`src/rtl/bscan_pkg.sv`:
```
package bscan_pkg;
   localparam logic [31:0] KEY_FIRST  = 32'h4567_0123;
   localparam logic [31:0] KEY_SECOND = 32'hCDEF_89AB;

   localparam logic [3:0] OFS_KEY  = 4'h0;
   localparam logic [3:0] OFS_STAT = 4'h4;
   localparam logic [3:0] OFS_CTRL = 4'h8;
   localparam logic [3:0] OFS_ADDR = 4'hC;
   localparam logic [1:0] SZ_WORD  = 2'b10;

   localparam int CB_CMD  = 0;
   localparam int CB_GO   = 1;
   localparam int CB_IE   = 2;
   localparam int CB_LOCK = 7;

   localparam int SB_BUSY  = 0;
   localparam int SB_END   = 1;
   localparam int SB_PROT  = 2;
   localparam int SB_ALIGN = 3;
   localparam int SB_RES   = 4;

   typedef enum logic [1:0] {SC_IDLE, SC_READ, SC_WAIT, SC_CHECK} scan_st_t;
endpackage

```
`src/rtl/bscan_key.sv`:
```
module bscan_key import bscan_pkg::*; (
   input  logic        clk,
   input  logic        rst_n,
   input  logic        key_wr,
   input  logic [31:0] key_data,
   output logic        unlock
);
   logic armed_q;

   always_ff @(posedge clk or negedge rst_n) begin
      if (!rst_n)      armed_q <= 1'b0;
      else if (key_wr) armed_q <= (key_data == KEY_FIRST);
   end

   assign unlock = key_wr && armed_q && (key_data == KEY_SECOND);

   AST_KEY_NEEDS_ARM: assert property (@(posedge clk) disable iff (!rst_n)
      unlock |=> !armed_q);
endmodule

```
`src/rtl/bscan_guard.sv`:
```
module bscan_guard #(
   parameter int FLASH_DW = 1024,
   parameter int PAGE_DW  = 16,
   parameter int LEN_W    = 3,
   localparam int DWA_W   = $clog2(FLASH_DW),
   localparam int NPAGE   = FLASH_DW / PAGE_DW
) (
   input  logic [DWA_W-1:0] start_dw,
   input  logic [LEN_W-1:0] len_code,
   input  logic [NPAGE-1:0] wp,
   output logic             blocked
);
   localparam int PG_SH  = $clog2(PAGE_DW);
   localparam int CALC_W = DWA_W + (2**LEN_W) + 1;

   logic [CALC_W-1:0] span, last_dw, first_pg, last_pg;
   logic [NPAGE-1:0]  touch;
   logic              overrun;

   assign span     = CALC_W'(1) << len_code;
   assign last_dw  = CALC_W'(start_dw) + span - CALC_W'(1);
   assign overrun  = last_dw >= CALC_W'(FLASH_DW);
   assign first_pg = CALC_W'(start_dw) >> PG_SH;
   assign last_pg  = last_dw >> PG_SH;

   for (genvar p = 0; p < NPAGE; p++) begin : g_page
      assign touch[p] = wp[p] && (CALC_W'(p) >= first_pg) && (CALC_W'(p) <= last_pg);
   end

   assign blocked = overrun | (|touch);

   initial begin
      AST_CFG_PAGE_POW2: assert (PAGE_DW >= 1 && (PAGE_DW & (PAGE_DW - 1)) == 0)
         else $error("PAGE_DW must be a power of two");
      AST_CFG_PAGE_FIT: assert (FLASH_DW % PAGE_DW == 0 && NPAGE >= 1)
         else $error("FLASH_DW must hold whole pages");
   end
endmodule

```
`src/rtl/bscan_engine.sv`:
```
module bscan_engine import bscan_pkg::*; #(
   parameter int FLASH_DW = 1024,
   parameter int LEN_W    = 3,
   parameter int DATA_W   = 64,
   parameter bit IN_REG   = 1'b1,
   localparam int DWA_W   = $clog2(FLASH_DW)
) (
   input  logic              clk,
   input  logic              rst_n,
   input  logic              start,
   input  logic [DWA_W-1:0]  start_dw,
   input  logic [LEN_W-1:0]  len_code,
   output logic              mem_re,
   output logic [DWA_W-1:0]  mem_addr,
   input  logic [DATA_W-1:0] mem_rdata,
   output logic              busy,
   output logic              done,
   output logic              dirty
);
   localparam int CNT_W = 2**LEN_W;

   scan_st_t          st_q;
   logic [DWA_W-1:0]  addr_q;
   logic [CNT_W-1:0]  left_q;
   logic [DATA_W-1:0] chk_data;
   logic              is_blank, last_one;

   if (IN_REG) begin : g_capture
      logic [DATA_W-1:0] cap_q;
      always_ff @(posedge clk) cap_q <= mem_rdata;
      assign chk_data = cap_q;
   end else begin : g_direct
      assign chk_data = mem_rdata;
   end

   assign is_blank = &chk_data;
   assign last_one = (left_q == '0);

   always_ff @(posedge clk or negedge rst_n) begin
      if (!rst_n) begin
         st_q   <= SC_IDLE;
         addr_q <= '0;
         left_q <= '0;
      end else begin
         unique case (st_q)
            SC_IDLE: if (start) begin
               addr_q <= start_dw;
               left_q <= (CNT_W'(1) << len_code) - CNT_W'(1);
               st_q   <= SC_READ;
            end
            SC_READ: st_q <= IN_REG ? SC_WAIT : SC_CHECK;
            SC_WAIT: st_q <= SC_CHECK;
            SC_CHECK: begin
               if (!is_blank || last_one) st_q <= SC_IDLE;
               else begin
                  addr_q <= addr_q + DWA_W'(1);
                  left_q <= left_q - CNT_W'(1);
                  st_q   <= SC_READ;
               end
            end
            default: st_q <= SC_IDLE;
         endcase
      end
   end

   assign mem_re   = (st_q == SC_READ);
   assign mem_addr = addr_q;
   assign busy     = (st_q != SC_IDLE);
   assign done     = (st_q == SC_CHECK) && (!is_blank || last_one);
   assign dirty    = (st_q == SC_CHECK) && !is_blank;

   AST_ONE_OUTSTANDING: assert property (@(posedge clk) disable iff (!rst_n)
      mem_re |=> !mem_re);
   AST_DIRTY_STOPS: assert property (@(posedge clk) disable iff (!rst_n)
      dirty |=> !busy);
   AST_START_WHEN_IDLE: assert property (@(posedge clk) disable iff (!rst_n)
      start |-> !busy);
endmodule

```
`src/rtl/bscan_blank_check.sv`:
```
module bscan_blank_check import bscan_pkg::*; #(
   parameter int FLASH_DW = 1024,
   parameter int PAGE_DW  = 16,
   parameter int LEN_W    = 3,
   parameter bit IN_REG   = 1'b1,
   localparam int DWA_W   = $clog2(FLASH_DW),
   localparam int NPAGE   = FLASH_DW / PAGE_DW
) (
   input  logic             clk,
   input  logic             rst_n,
   input  logic             bus_wr,
   input  logic [3:0]       bus_addr,
   input  logic [1:0]       bus_size,
   input  logic [31:0]      bus_wdata,
   output logic [31:0]      bus_rdata,
   input  logic [NPAGE-1:0] wp_pages,
   output logic             mem_re,
   output logic [DWA_W-1:0] mem_addr,
   input  logic [63:0]      mem_rdata,
   output logic             irq
);
   localparam int BA_W   = DWA_W + 3;
   localparam int LEN_LO = 32 - LEN_W;

   logic             lock_q, cmd_q, ie_q, end_q, prot_q, align_q, res_q;
   logic [LEN_W-1:0] len_q;
   logic [BA_W-1:0]  base_q;
   logic             scan_busy, scan_done, scan_dirty, unlock_pls, range_bad;

   logic word_ok, wr_key, wr_stat, wr_ctrl, wr_addr;
   assign word_ok = (bus_size == SZ_WORD);
   assign wr_key  = bus_wr && word_ok && (bus_addr == OFS_KEY);
   assign wr_stat = bus_wr && word_ok && (bus_addr == OFS_STAT);
   assign wr_ctrl = bus_wr && word_ok && (bus_addr == OFS_CTRL);
   assign wr_addr = bus_wr && word_ok && (bus_addr == OFS_ADDR);

   logic [LEN_W-1:0] len_wr;
   logic             go_req, misaligned, start_ok;
   assign len_wr     = bus_wdata[31 -: LEN_W];
   assign go_req     = wr_ctrl && !lock_q && !scan_busy && bus_wdata[CB_CMD] && bus_wdata[CB_GO];
   assign misaligned = |base_q[2:0];
   assign start_ok   = go_req && !misaligned && !range_bad;

   bscan_key u_key (
      .clk(clk), .rst_n(rst_n), .key_wr(wr_key), .key_data(bus_wdata), .unlock(unlock_pls)
   );

   bscan_guard #(.FLASH_DW(FLASH_DW), .PAGE_DW(PAGE_DW), .LEN_W(LEN_W)) u_guard (
      .start_dw(base_q[BA_W-1:3]), .len_code(len_wr), .wp(wp_pages), .blocked(range_bad)
   );

   bscan_engine #(.FLASH_DW(FLASH_DW), .LEN_W(LEN_W), .DATA_W(64), .IN_REG(IN_REG)) u_engine (
      .clk(clk), .rst_n(rst_n), .start(start_ok), .start_dw(base_q[BA_W-1:3]),
      .len_code(len_wr), .mem_re(mem_re), .mem_addr(mem_addr), .mem_rdata(mem_rdata),
      .busy(scan_busy), .done(scan_done), .dirty(scan_dirty)
   );

   always_ff @(posedge clk or negedge rst_n) begin
      if (!rst_n) begin
         lock_q  <= 1'b1;
         cmd_q   <= 1'b0;
         ie_q    <= 1'b0;
         len_q   <= '0;
         base_q  <= '0;
      end else begin
         if (unlock_pls) lock_q <= 1'b0;
         if (wr_ctrl) begin
            if (bus_wdata[CB_LOCK]) lock_q <= 1'b1;
            if (!lock_q) begin
               ie_q <= bus_wdata[CB_IE];
               if (!scan_busy) begin
                  cmd_q <= bus_wdata[CB_CMD];
                  len_q <= len_wr;
               end
            end
         end
         if (wr_addr && !scan_busy) base_q <= bus_wdata[BA_W-1:0];
      end
   end

   always_ff @(posedge clk or negedge rst_n) begin
      if (!rst_n) begin
         end_q   <= 1'b0;
         prot_q  <= 1'b0;
         align_q <= 1'b0;
         res_q   <= 1'b0;
      end else begin
         if (wr_stat && bus_wdata[SB_END])   end_q   <= 1'b0;
         if (wr_stat && bus_wdata[SB_PROT])  prot_q  <= 1'b0;
         if (wr_stat && bus_wdata[SB_ALIGN]) align_q <= 1'b0;
         if (scan_done)                      end_q   <= 1'b1;
         if (go_req && misaligned)           align_q <= 1'b1;
         if (go_req && !misaligned && range_bad) prot_q <= 1'b1;
         if (start_ok)        res_q <= 1'b0;
         else if (scan_dirty) res_q <= 1'b1;
      end
   end

   always_comb begin
      bus_rdata = '0;
      if (word_ok) begin
         unique case (bus_addr)
            OFS_STAT: begin
               bus_rdata[SB_BUSY]  = scan_busy;
               bus_rdata[SB_END]   = end_q;
               bus_rdata[SB_PROT]  = prot_q;
               bus_rdata[SB_ALIGN] = align_q;
               bus_rdata[SB_RES]   = res_q;
            end
            OFS_CTRL: begin
               bus_rdata[31 -: LEN_W] = len_q;
               bus_rdata[CB_LOCK]     = lock_q;
               bus_rdata[CB_IE]       = ie_q;
               bus_rdata[CB_CMD]      = cmd_q;
            end
            OFS_ADDR: bus_rdata[BA_W-1:0] = base_q;
            default:  bus_rdata = '0;
         endcase
      end
   end

   assign irq = ie_q & end_q;

   initial begin
      AST_CFG_LEN: assert (LEN_W >= 1 && LEN_W <= 4 && LEN_LO > CB_LOCK)
         else $error("LEN_W out of range");
      AST_CFG_FLASH_POW2: assert (FLASH_DW >= 2 && (FLASH_DW & (FLASH_DW - 1)) == 0)
         else $error("FLASH_DW must be a power of two");
   end

   AST_UNLOCK_CLEARS: assert property (@(posedge clk) disable iff (!rst_n)
      unlock_pls |=> !lock_q);
   AST_LOCKED_CFG: assert property (@(posedge clk) disable iff (!rst_n)
      lock_q |=> $stable(len_q) && $stable(cmd_q) && $stable(ie_q));
   AST_LOCKED_NO_START: assert property (@(posedge clk) disable iff (!rst_n)
      (lock_q && !scan_busy) |=> !scan_busy);
   AST_END_FROM_SCAN: assert property (@(posedge clk) disable iff (!rst_n)
      $rose(end_q) |-> $past(scan_busy));
   AST_BUSY_TO_END: assert property (@(posedge clk) disable iff (!rst_n)
      $fell(scan_busy) |-> end_q);
   AST_END_W1C: assert property (@(posedge clk) disable iff (!rst_n)
      (end_q && !(wr_stat && bus_wdata[SB_END])) |=> end_q);
   AST_PROT_NO_READ: assert property (@(posedge clk) disable iff (!rst_n)
      (go_req && range_bad) |=> !scan_busy && !mem_re);
   AST_ALIGN_NO_READ: assert property (@(posedge clk) disable iff (!rst_n)
      (go_req && misaligned) |=> !scan_busy && !prot_q);
   AST_RES_HOLD: assert property (@(posedge clk) disable iff (!rst_n)
      (!scan_busy && !start_ok) |=> $stable(res_q));
   AST_IRQ_HOLD: assert property (@(posedge clk) disable iff (!rst_n)
      (irq && !wr_stat && !wr_ctrl) |=> irq);
endmodule

```
`config.mk`:
```
export PLATFORM = sky130hd
export DESIGN_NAME = bscan_blank_check
export DESIGN_NICKNAME = d
export VERILOG_FILES = /design/src/rtl/bscan_pkg.sv /design/src/rtl/bscan_key.sv /design/src/rtl/bscan_guard.sv /design/src/rtl/bscan_engine.sv /design/src/rtl/bscan_blank_check.sv
export SDC_FILE = /design/constraint.sdc
export NUM_CORES = 1
export LEC_CHECK = 0
export BUFFER_PORTS_ARGS = -buffer_cell sky130_fd_sc_hd__buf_2
export CORE_MARGIN = 2
export CORE_UTILIZATION = 50
export CTS_CLUSTER_DIAMETER = 120
export DETAILED_ROUTE_END_ITERATION = 10
export GPL_ROUTABILITY_DRIVEN = 0
export PLACE_DENSITY_LB_ADDON = 0.2
export REMOVE_ABC_BUFFERS = 1
export SLEW_MARGIN = 10
export SYNTH_ARGS = -nofsm -noshare
export SYNTH_HDL_FRONTEND = slang
export SYNTH_HIERARCHICAL = 1
export SYNTH_SLANG_ARGS = --single-unit
export TNS_END_PERCENT = 10
```
`constraint.sdc`:
```
create_clock -name clk -period 9.4 [get_ports clk]
set_clock_uncertainty 0.1 [all_clocks]
set_input_delay 0.94 -clock clk [delete_from_list [all_inputs] [get_ports clk]]
set_output_delay 0.94 -clock clk [all_outputs]
set_load 0.005 [all_outputs]
```
== Yosys cells after proc, flatten, opt, wreduce, memory -nomap -nowiden ==
Cells that the tools add are included.
Storage, ports and cells
  bits in registers: 108
  bits in latches: 0
  bits in writable memories: 0
  memory bits (read-only): 0
  bits of input ports: 169
  output and inout port bits: 44
  memories: 0
Cells by class
  $add $sub $neg: 5
  $mul: 0
  divide/modulo/power cells: 0
  $lt $le $gt $ge: 129
  eq/ne operators: 11
  shift operators: 2
  mux-type cells: 29
  bitwise operators: 4
  reductions and logical operators: 170
Operators by type and width (number)
  <= comparator 6 x 15 -> 1 bit, first input constant: 32
  <= comparator 5 x 15 -> 1 bit, first input constant: 16
  >= comparator 6 bit, first input constant: 32
  logical AND 1 bit: 149
  <= comparator 4 x 15 -> 1 bit, first input constant: 8
  >= comparator 5 x 6 -> 1 bit, first input constant: 16
  AND reduction 64 bit: 1
  OR reduction 64 bit: 1
  <= comparator 3 x 15 -> 1 bit, first input constant: 4
  >= comparator 4 x 6 -> 1 bit, first input constant: 8
  equality test 32 x 31 -> 1 bit, second input constant: 1
  equality test 32 bit, second input constant: 1
  2-to-1 mux 32 bit: 1
  <= comparator 1 x 15 -> 1 bit, first input constant: 2
  <= comparator 2 x 15 -> 1 bit, first input constant: 2
  >= comparator 3 x 6 -> 1 bit, first input constant: 4
  2-to-1 mux 10 bit: 2
  one-hot mux 10 bit (2 select lines): 1
  adder 10 x 19 -> 19 bit: 1
  >= comparator 19 x 11 -> 1 bit, second input constant: 1
  left shift 1 x 3 -> 19 bit, first input constant: 1
  subtractor 19 x 1 -> 19 bit, second input constant: 1
  2-to-1 mux 8 bit: 2
  one-hot mux 8 bit (2 select lines): 1
  other kinds (31): 62

== Depth between registers and ports, before layout ==
  depth after elaboration: 11
  gate-level depth with buffers: 28
  gate-level depth less buffers: 24

== Modules after synthesis ==
The synthesis kept the hierarchy.
By module, submodules not included
  bscan_engine: times used 1, cells each 253, area each 2874.0 um^2, seq. area each 1781.7 um^2
  bscan_guard: times used 1, cells each 467, area each 2850.2 um^2, seq. area each 0.0 um^2
  bscan_blank_check: times used 1, cells each 120, area each 1331.3 um^2, seq. area each 576.8 um^2
  bscan_key: times used 1, cells each 19, area each 158.9 um^2, seq. area each 25.0 um^2

== Worst setup path before layout ==
No wires, ideal clock.
  path kind: input port to flip-flop
  start point: input bus_wdata[30]
  end point: register u_engine.left_q[0]
  arrival time: 6.579 ns
  path slack: 2.635 ns
  stages: 25
  buffers on the path: 2
  path through: or3b_2 ha_1 inv_1 ha_1 inv_1 fa_1 nand2b_1 a211oi_2 o21ai_1 or3_1 buf_6 nor3_4 a41oi_1 or4_1 or4_1 or4_1 nor3b_1 and2_2 nand2_1 o21ai_1 nand2b_4 or2_1 buf_6 mux2_4 o221ai_2
Between the ends
  cells in the longest elaborated chain, start to end: 11
  elaborated cells on any way between the ends: 142
Ends and longest elaborated chain
  start, declared: RTL line bscan_blank_check.sv:14  | input logic [31:0] bus_wdata,
  left shift 1 x 3 -> 19 bit (*): RTL line bscan_guard.sv:20  | assign span = CALC_W'(1) << len_code;
  adder 10 x 19 -> 19 bit (*): RTL line bscan_guard.sv:21  | assign last_dw = CALC_W'(start_dw) + span - CALC_W'(1);
  subtractor 19 x 1 -> 19 bit (*): RTL line bscan_guard.sv:21
  <= comparator 1 x 15 -> 1 bit, or another cell as far along: RTL line bscan_guard.sv:27  | assign touch[p] = wp[p] && (CALC_W'(p) >= first_pg) && (CALC_W'(p) <= last_pg);
  logical AND 1 bit: RTL line bscan_guard.sv:27
  OR reduction 64 bit: RTL line bscan_guard.sv:30  | assign blocked = overrun | (|touch);
  bitwise OR 1 bit (*): RTL line bscan_guard.sv:30
  named net range_bad: RTL line bscan_blank_check.sv:28  | logic scan_busy, scan_done, scan_dirty, unlock_pls, range_bad;
  zero test 1 bit (*): RTL line bscan_blank_check.sv:42  | assign start_ok = go_req && !misaligned && !range_bad;
  logical AND 1 bit (*): RTL line bscan_blank_check.sv:42
  named net start_ok: RTL line bscan_blank_check.sv:38  | logic go_req, misaligned, start_ok;
  inequality test 2 bit (no line) (*)
  AND reduction 3 bit (no line) (*)
  end signal, assigned: RTL line bscan_engine.sv:48  | left_q <= (CNT_W'(1) << len_code) - CNT_W'(1);
  end signal, assigned: RTL line bscan_engine.sv:57  | left_q <= left_q - CNT_W'(1);
  end, declared: RTL line bscan_engine.sv:24  | logic [CNT_W-1:0] left_q;
Mark *: on every way through the listed nets, which the timed path passes. The rest lies on a longest branch. The select of a mux whose other input is x is not followed.
A chain may end at the register's enable or synchronous reset.

== Final worst setup path ==
Same ends and word-level chain as after synthesis.

==> out/results.tsv <==
stage	metric	value	unit
run_status	outcome	complete, but fails checks	
run_status	violations	DRC	
synth	syn_avg_cell_area	8.40	um2
grt	grt_pass1_vias	7101	
sta	fin_crit	7810	ps
routing	postRouteAntennaNets	0	
synth	ys_seq_area_share	33.0	%
routing	num_vias	7731	
critical_path	cpLargestDelayFamily	simple AND/OR/NAND/NOR gates	
sta	rsz0062_at_grt	no	
power	cellLeakagePower	3.79	nW
routing	drt-total-wl	23.5	mm
power	comb_power_share	54.3	%
synth	ys_seq_elements	108	
layout	final_cell_area	8540	um2
power	sw_frac_of_total	47.2	%
synth	synth.most_common_cell	nand2_1	
routing	drc	1	
power	p_int	0.00115	W
clocking	clock_sinks	108	
synth	synthXorXnorAreaFrac	1.42	%
clocking	cts_made_buffers	9	
sta	worst_pin_slew	1010	ps
sta	slew_headroom	31.6	%
clocking	postCtsHoldBufs	0	
sta	setup_violations	0	
critical_path	worstPathCellList	buf_2, or3b_2, ha_1, inv_1, ha_1, a211o_2, a31oi_4, o21ai_2, xnor2_2, nand2_1, a31oi_1, o21ai_0, or4_1, or4_1, or4_1, nor3b_1, and2_2, nand2_1, o21ai_1, buf_4, nand2b_4, or2_1, mux2_4, o221ai_2	
floorplanning	fp.coreArea	14000	um2
sta	hold_viol	0	
sta	fin_tns_setup	0	ps
synth	synth-main-ff-cell	dfxtp_1	
critical_path	cp-end-kind	flip-flop	
layout	drive_gt1_share	27.3	%
floorplanning	die-width	124	um
clocking	h-tree-depth	3	
place	place_area	8220	um2
synth	synth_common_cells	92 x nand2_1, 64 x dfxtp_1, 62 x nor2_1, 43 x dfrtp_1, 43 x inv_1	
sta	maxSlewViolCount	0	
routing	drtIter0Drc	1241	
grt	grt-ovfl-total	0	
grt	grt_pass1_wl	35.9	mm
critical_path	reg2reg_from	base_q[9]	
critical_path	path_class	input port to flip-flop	
routing	wire_per_inst	19.3	um
power	power.density	255	nW/um2
critical_path	critical-path-slowest-cell	xnor2_2	
layout	diodes	0	
grt	grt_max_degree	45	
clocking	cts_root_buf	clkbuf_16	
critical_path	rr_endpoint	u_engine/left_q[0]	
hold_path	holdPathStages	1	
synth	synth_top_area_share	17.8	%
power	clockPowerShare	17.9	%
grt	antenna_found_initial	0	
routing	met3_length	2.56	mm
critical_path	r2r.worst_path.cells	23	
synth	synth_area	7210	um2
synth	synth_cells	859	
floorplanning	num_rows	43	
synth	async_flop_share	40.7	%
place	dp_hpwl	17.4	mm
sta	post-route-period-util	83.1	%
grt	track_usage	30.0	%
floorplanning	io-pin-count	213	
synth	synth_compound_area_share	22.1	%
synth	synthTopCellsByArea	dfxtp_1 18%, dfrtp_1 15%, ha_1 5.0%, nand2_1 4.8%, nand4_1 3.6%	
synth	synth_top_family_by_area	simple AND/OR/NAND/NOR gates	
critical_path	reg2reg_slack	1610	ps
sta	max_freq	0.128	GHz
power	p_switching	0.00103	W
synth	synth.area.mux_share	4.47	%
critical_path	slowest_delay	810	ps
critical_path	cp.required	9560	ps
critical_path	path_common_cell	or4_1	
power	max-vdd-ir-drop	0.149	mV
clocking	cts_buffer_depth	2	
place	numPortBuffers	196	
synth	yosysWarnings	6	
synth	synth_area_leader_cell	dfxtp_1	
critical_path	critPathBufInv	3	
clocking	cts_tree	done	
layout	area_delta_synth_final	18.3	%
floorplanning	die_h	124	um
routing	wl_met2	10.9	mm
synth	synth_cell_types	105	
routing	drtPass1Iterations	11	
clocking	postCtsResizedCells	0	
routing	vias_per_cell	6.35	
routing	highest_layer	met4	
synth	synth-simple-area-share	27.0	%
hold_path	hold_start	align_q	
routing	wl_met1	8.96	mm
synth	synth_fa_ha_area_share	5.31	%
hold_path	min_to	align_q	
power	seq_power_share	27.7	%
clocking	clk_latency	350	ps
critical_path	worstPathMaxFanout	23	
critical_path	arrival	7970	ps
critical_path	cp-start-kind	input port	
clocking	post_cts_buffers	0	
clocking	clk_pin_slew_worst_paths	70	ps
layout	n_fill_cell	1277	
floorplanning	dieArea	15400	um2
hold_path	hold_path.class	flip-flop to flip-flop	
layout	nNetsFinal	1232	
floorplanning	initial_core_util	51.6	%
run	max_cap_viol_count	0	
synth	synth_edf_count	0	
registers in the layout, indices dropped and copies added (netlist names):
name and flops:
align_q 1, u_engine/mem_addr 10, prot_q 1, cmd_q 1, u_engine/left_q 8, len_q 3, u_engine/st_q 2, end_q 1
base_q 13, res_q 1, lock_q 1, u_engine/chk_data 64, ie_q 1, u_key/armed_q 1
power by group through the flow:
stage | combinational (W) | sequential [W] | clock (W)
after floorplan | 0.000770 | 0.000592 | 0
final | 0.00118 | 0.000603 | 0.000390
after detailed placement | 0.00111 | 0.000610 | 0
after global routing | 0.00125 | 0.000613 | 0.000419
after CTS | 0.00112 | 0.000601 | 0.000398
after global placement | 0.00111 | 0.000608 | 0
how the worst max path moves through the flow:
stage / start / to / slack [ps] / cells past startpoint
4_1_cts: bus_wdata[30] / u_engine/left_q[0] / 1750 / 24
5_1_grt: bus_wdata[30] / u_engine/left_q[2] / 1170 / 24
6_report: bus_wdata[30] / u_engine/left_q[0] / 1590 / 24
3_3_place_gp: bus_wdata[30] / u_engine/left_q[0] / 1520 / 24
3_5_place_dp: bus_wdata[30] / u_engine/left_q[0] / 1400 / 24
2_1_floorplan: bus_wdata[29] / u_engine/left_q[0] / 2190 / 22
placed cells by master, fill, tap and decap left out, types with 9 or more instances in the layout:
cell type / synthesis / layout
clkbuf_16: 0 / 9
a31oi_1: 15 / 15
a22oi_1: 11 / 11
buf_2: 6 / 196
a21oi_1: 39 / 39
ha_1: 29 / 29
conb_1: 1 / 16
o21ai_0: 39 / 39
mux2_2: 22 / 22
dfxtp_1: 64 / 64
dfrtp_1: 43 / 43
a211oi_1: 12 / 12
nor4_1: 13 / 13
inv_1: 43 / 43
nand4_1: 41 / 41
and3_1: 17 / 17
nand2b_1: 9 / 9
nand3_1: 24 / 24
nand2_1: 92 / 92
nor2_1: 62 / 62
nor3_1: 26 / 26
cells by family (layout without fill, tap and decap cells):
| family | after synthesis | count (layout) |
|---|---|---|
| AO/OA/AOI/OAI | 228 | 228 |
| XOR/XNOR | 10 | 10 |
| adder cells (fa/ha/maj) | 30 | 30 |
| buffers and inverters | 99 | 263 |
| flip-flops | 108 | 108 |
| multiplexers | 29 | 29 |
| other | 1 | 16 |
| AND/OR/NAND/NOR | 354 | 354 |
area by class of cell:
type                            instances  area [um2]  share of cell area [%]
Clock buffer                            9         225                    2.64
Inverter                               43         161                    1.89
Timing Repair Buffer                  204        1040                    12.2
Sequential cell                       108        2380                    27.9
Multi-Input combinational cell        667        4410                    51.7
Tap cell                              180         225                    2.64
Clock inverter                          7        88.8                    1.04
through the flow:
| step | setup slack (ps) | instances | utilization (%) | hold slack [ps] | power (W) |
|---|---|---|---|---|---|
| final | 1590 | 1218 | 61.0 | 401 | 0.00217 |
| after detailed placement | 1400 | 1202 | 58.8 | 387 | 0.00172 |
| after global placement | 1520 | 1202 | 58.8 | 376 | 0.00172 |
| after global routing | 1170 | 1218 | 61.0 | 413 | 0.00228 |
| after floorplan | 2190 | 818 | - | 363 | 0.00136 |
| after CTS | 1750 | 1218 | 61.0 | 403 | 0.00212 |
metal layers:
layer  up-vias  track usage, %
met5         -               0
met2       540            49.3
met3       125            7.46
li1       3537               -
met4         0            13.3
met1      3529            37.2
No activity file was read; power rests on OpenSTA's default activity.
